File: src/rtl/interval_alarm_pkg.sv
package interval_alarm_pkg;

    // What the timer does on the next rising edge.
    typedef enum logic [1:0] {
        STEP_COUNT   = 2'd0,  // advance the count
        STEP_EXPIRE  = 2'd1,  // interval done: raise the interrupt
        STEP_RESTART = 2'd2,  // acknowledge: clear and start over
        STEP_WAIT    = 2'd3   // interrupt pending: hold
    } step_e;

    localparam longint unsigned US_PER_SECOND = 64'd1_000_000;
    localparam longint unsigned MIN_INTERVAL  = 64'd2;

    // Interval length in clock cycles for a given clock and period.
    function automatic longint unsigned cycles_for_period(
        input longint unsigned clk_hz,
        input longint unsigned period_us
    );
        longint unsigned raw;
        raw = (clk_hz * period_us) / US_PER_SECOND;
        return (raw < MIN_INTERVAL) ? MIN_INTERVAL : raw;
    endfunction

endpackage

File: src/rtl/interval_alarm_step.sv
module interval_alarm_step
    import interval_alarm_pkg::*;
(
    input  logic  ack_i,
    input  logic  pending_i,
    input  logic  at_last_i,
    output step_e step_o
);

    // Acknowledge wins over everything, including a same-edge expiry.
    always_comb begin
        if (ack_i) begin
            step_o = STEP_RESTART;
        end else if (pending_i) begin
            step_o = STEP_WAIT;
        end else if (at_last_i) begin
            step_o = STEP_EXPIRE;
        end else begin
            step_o = STEP_COUNT;
        end
    end

endmodule

File: src/rtl/interval_alarm_count.sv
module interval_alarm_count
    import interval_alarm_pkg::*;
#(
    parameter int unsigned INTERVAL = 1_000_000,
    localparam int unsigned CW      = $clog2(INTERVAL),
    localparam logic [CW-1:0] LAST  = CW'(INTERVAL - 1)
) (
    input  logic  clk_i,
    input  logic  rst_i,
    input  step_e step_i,
    output logic  at_last_o
);

    logic [CW-1:0] count_q;

    always_ff @(posedge clk_i) begin
        if (rst_i) begin
            count_q <= '0;
        end else begin
            unique case (step_i)
                STEP_COUNT:   count_q <= count_q + 1'b1;
                STEP_WAIT:    count_q <= count_q;
                STEP_EXPIRE,
                STEP_RESTART: count_q <= '0;
                default:      count_q <= '0;
            endcase
        end
    end

    assign at_last_o = (count_q == LAST);

endmodule

File: src/rtl/interval_alarm_flag.sv
module interval_alarm_flag
    import interval_alarm_pkg::*;
(
    input  logic  clk_i,
    input  logic  rst_i,
    input  step_e step_i,
    output logic  pending_o
);

    always_ff @(posedge clk_i) begin
        if (rst_i) begin
            pending_o <= 1'b0;
        end else begin
            unique case (step_i)
                STEP_EXPIRE:  pending_o <= 1'b1;
                STEP_RESTART: pending_o <= 1'b0;
                default:      pending_o <= pending_o;
            endcase
        end
    end

endmodule

File: src/rtl/interval_alarm.sv
module interval_alarm
    import interval_alarm_pkg::*;
#(
    parameter longint unsigned CLK_FREQ_HZ = 64'd100_000_000,
    parameter longint unsigned PERIOD_US   = 64'd10_000
) (
    input  logic clk_i,
    input  logic rst_i,
    input  logic ack_i,
    output logic irq_o
);

    localparam int unsigned INTERVAL = int'(cycles_for_period(CLK_FREQ_HZ, PERIOD_US));

    step_e step;
    logic  at_last;
    logic  pending;

    interval_alarm_step u_step (
        .ack_i     (ack_i),
        .pending_i (pending),
        .at_last_i (at_last),
        .step_o    (step)
    );

    interval_alarm_count #(
        .INTERVAL (INTERVAL)
    ) u_count (
        .clk_i     (clk_i),
        .rst_i     (rst_i),
        .step_i    (step),
        .at_last_o (at_last)
    );

    interval_alarm_flag u_flag (
        .clk_i     (clk_i),
        .rst_i     (rst_i),
        .step_i    (step),
        .pending_o (pending)
    );

    assign irq_o = pending;

endmodule

File: config.mk
export PLATFORM = sky130hd
export DESIGN_NAME = interval_alarm
export DESIGN_NICKNAME = d
export VERILOG_FILES = /design/src/rtl/interval_alarm_pkg.sv /design/src/rtl/interval_alarm_step.sv /design/src/rtl/interval_alarm_count.sv /design/src/rtl/interval_alarm_flag.sv /design/src/rtl/interval_alarm.sv
export SDC_FILE = /design/constraint.sdc
export NUM_CORES = 1
export LEC_CHECK = 0
export BUFFER_PORTS_ARGS = -buffer_cell sky130_fd_sc_hd__clkbuf_2
export CORE_UTILIZATION = 45
export CTS_CLUSTER_SIZE = 10
export DETAILED_ROUTE_END_ITERATION = 10
export SLEW_MARGIN = 15
export SYNTH_ARGS = -nofsm -noshare
export SYNTH_HDL_FRONTEND = slang
export SYNTH_SLANG_ARGS = --single-unit
File: constraint.sdc
create_clock -name clk_i -period 2.3 [get_ports clk_i]
set_input_delay 0.345 -clock clk_i [delete_from_list [all_inputs] [get_ports clk_i]]
set_output_delay 0.345 -clock clk_i [all_outputs]
set_load 0.01 [all_outputs]
==> flow_summary_export.csv <==
group,metric,value,unit
outcome,status,"finished clean",
layout,areaGrowthSynthToFinish,7.637,%
clock_network,clk_pin_slew,110,ps
worst_setup_path,cp-end-kind,"register",
synth,synth_top_area_cell,"dfxtp_1",
hold_path,hp-class,"input pin to register",
synth,syn_inst,119,
worst_setup_path,arrival,2290,ps
sta,fin_skew,3.515,ps
power_and_ir_drop,power_density,546.3,nW/um^2
synth,avgSynthCellArea,8.674,sq um
synth,yosysSeqAreaShare,40.73,%
detailed_routing,vias_per_cell,5.750,
worst_setup_path,worstSetupPathType,"register to register",
placement,placedInstanceArea,1081,sq um
layout,final_area,1111,sq um
global_route,grt_pass1_wl,3.463,mm
detailed_routing,wl_per_cell,12.69,microns
detailed_routing,vias,874,
worst_setup_path,critical_path_buf_inv_count,1,
placement,gp_congestion,0.8118,
layout,fin_util,53.88,%
sta,setup_tns,0,ps
sta,rsz0062_at_grt,"false",
sta,max_slew.worst_pin.slew,389.6,ps
sta,relSlewSlack,74.03,%
detailed_routing,ant_nets,0,
sta,timing.final.crit_share,90.68,%
floorplanning,rows,16,
synth,ys_types,32,
detailed_routing,dr.pass1.iters,4,
clock_network,cts_max_path_buffers,2,
synth,synth-seq-cells,21,
sta,slew_viol_final,0,
layout,n_antenna_cell,0,
floorplanning,io_pins,4,
global_route,overflow,0,
synth,synth_area,1032,sq um
worst_setup_path,crit_fanout,20,
floorplanning,die_area,2490,sq um
layout,drive_gt1_share,11.20,%
floorplanning,chipHeight,49.90,microns
clock_network,numCtsBuffers,3,
run,maxCapViolCount,0,
global_route,first_global_vias,816,
layout,fill_cells,199,
clock_network,clk_latency,310,ps
floorplanning,core-area,2062,sq um
synth,yosysWarnings,0,
placement,io_buffers,3,
sta,fmax,0.4795,GHz
worst_setup_path,path_delay_family,"adder cells",
synth,synth.top_cell.area_share,40.73,%
clock_network,cts_tree,"built",
synth,yosys-top-cells-area,"dfxtp_1 (41%), a21oi_1 (5.3%), nor2_1 (4.4%), xnor2_1 (4.2%), xor2_1 (4.2%)",
global_route,antenna_found_initial,0,
placement,hpwl,1.399,mm
synth,syn_nets,124,
clock_network,cts_setup_buffers,0,
worst_setup_path,cp_common_cell,"ha_1",
floorplanning,die_w,49.90,microns
worst_setup_path,start_kind,"register",
sta,finalHoldViolCount,0,
clock_network,ctsHoldBuffers,0,
clock_network,htree_levels,1,
detailed_routing,post-route-drc-count,0,
sta,min_period,2086,ps
global_route,track_usage,18.23,%
clock_network,cts.sinks,21,
worst_setup_path,slowest_stage,"dfxtp_1",
worst_setup_path,slowest_delay,380,ps
detailed_routing,wl,1.929,mm
floorplanning,initial_utilization,50.06,%
power_and_ir_drop,peakVddDrop,0.4728,mV
global_route,grt_max_degree,21,
sta,setup_viol_count_final,0,
clock_network,cts_root_buffer,"clkbuf_4",
detailed_routing,drtIter0Drc,17,
worst_setup_path,crit_chain,"ha_1 -> nand3_1 -> nor3_1 -> a41oi_1 -> ha_1 -> o21bai_1 -> buf_6 -> nor2_1",
layout,finalNetCount,131,
worst_setup_path,cp_data_required_time,2510,ps
power_and_ir_drop,cellLeakagePower,0.3477,nW
## routing by layer
layer	vias up	share of wire, %	global-route usage, %
li1	452	-	-
met1	407	49	22.37
met2	13	45	30.18
met4	0	0.52	3.333
met3	2	5.2	7.099
met5	-	0	0
## path summary, 6_finish.rpt
path	to	slack, ps	cells after the start	startpoint
hold reg to reg	u_count.count_q[1]	490	2	u_count.count_q[1]
setup / recovery	u_count.count_q[10]	210	8	u_count.count_q[0]
hold / removal	u_flag.pending_o	200	2	rst_i
setup reg to reg	u_count.count_q[10]	210	8	u_count.count_q[0]
## stage by stage
| step | total power [W] | std cells | hold WS, ps | worst slack (ps) |
|---|---|---|---|---|
| final | 0.0006069 | 152 | 198.3 | 214.3 |
| after detailed placement | 0.0004339 | 148 | 472.7 | 184.3 |
| after CTS | 0.0006143 | 152 | 193.9 | 169.1 |
| after global routing | 0.0006399 | 152 | 184.4 | 22.46 |
| after floorplan | 0.0004191 | 119 | 417.4 | 351.2 |
| after global placement | 0.0004328 | 148 | 458.7 | 282.1 |
## cells by family after synthesis
| logic type | Yosys count | synth area share [%] |
|---|---|---|
| AOI/OAI and AO/OA | 22 | 12.24 |
| xor gates and xnor gates | 10 | 8.484 |
| adders and majority gates | 2 | 2.424 |
| buffers and inverters | 5 | 2.183 |
| DFF | 21 | 40.73 |
| and+or+nand+nor | 59 | 33.94 |
## synthesized netlist by cell type
cell and count:
a21oi_1 11, a41oi_1 1, and2_1 2, and3_1 1
and3_2 1, and4_4 2, and4b_1 1, buf_4 1
clkbuf_1 2, dfxtp_1 21, ha_1 2, inv_1 2
nand2_1 8, nand2b_1 1, nand3_1 6, nand3_2 1
nand4_1 5, nand4_4 1, nor2_1 12, nor2b_1 1
nor3_1 3, nor3b_1 1, nor4_1 2, nor4b_1 1
o21ai_0 5, o21bai_1 1, o31ai_1 4, or2_2 1
or3_1 5, or4_1 4, xnor2_1 5, xor2_1 5
## worst register-to-register path, cell delays in order, from the launching register on
cell	delay, ps
dfxtp_1	380
ha_1	220
nand3_1	190
nor3_1	230
a41oi_1	150
ha_1	350
o21bai_1	190
buf_6	210
nor2_1	70
## registers in the layout, indices dropped and copies added, names as in the netlist
| register | count |
|---|---|
| u_flag.pending_o | 1 |
| u_count.count_q | 20 |
## timing repair
| item | 4_1_cts | 5_1_grt |
|---|---|---|
| gates resized for setup | 0 | 1 |
| endpoints found under the hold margin | 0 | 0 |
| setup endpoints to repair | 0 | 3 |
## power breakdown
part	switching [W]	internal [W]	leakage, nW	total (W)
clock	0.000112	0.0000677	0.0150	0.000180
sequential	0.00000539	0.000370	0.170	0.000375
combinational	0.0000308	0.0000209	0.163	0.0000518
## layout make-up
cell class	instances	area, sq um	area share, %
Sequential cell	21	420.4	37.84
Inverter	2	7.507	0.6757
Timing Repair Buffer	5	33.78	3.041
Tap cell	27	33.78	3.041
Clock buffer	4	26.28	2.365
Multi-Input combinational cell	93	589.3	53.04
## cells in the final DEF, fill, tap and decap left out, types with 3 or more instances in the layout
master and count:
or3_1 5, a21oi_1 11, nor3_1 3, nand3_1 6, nor2_1 12, xor2_1 5
nand4_1 5, o31ai_1 4, clkbuf_4 3, dfxtp_1 21, o21ai_0 5, or4_1 4
xnor2_1 5, clkbuf_2 3, nand2_1 8
Power figures use the tool's default switching activity.
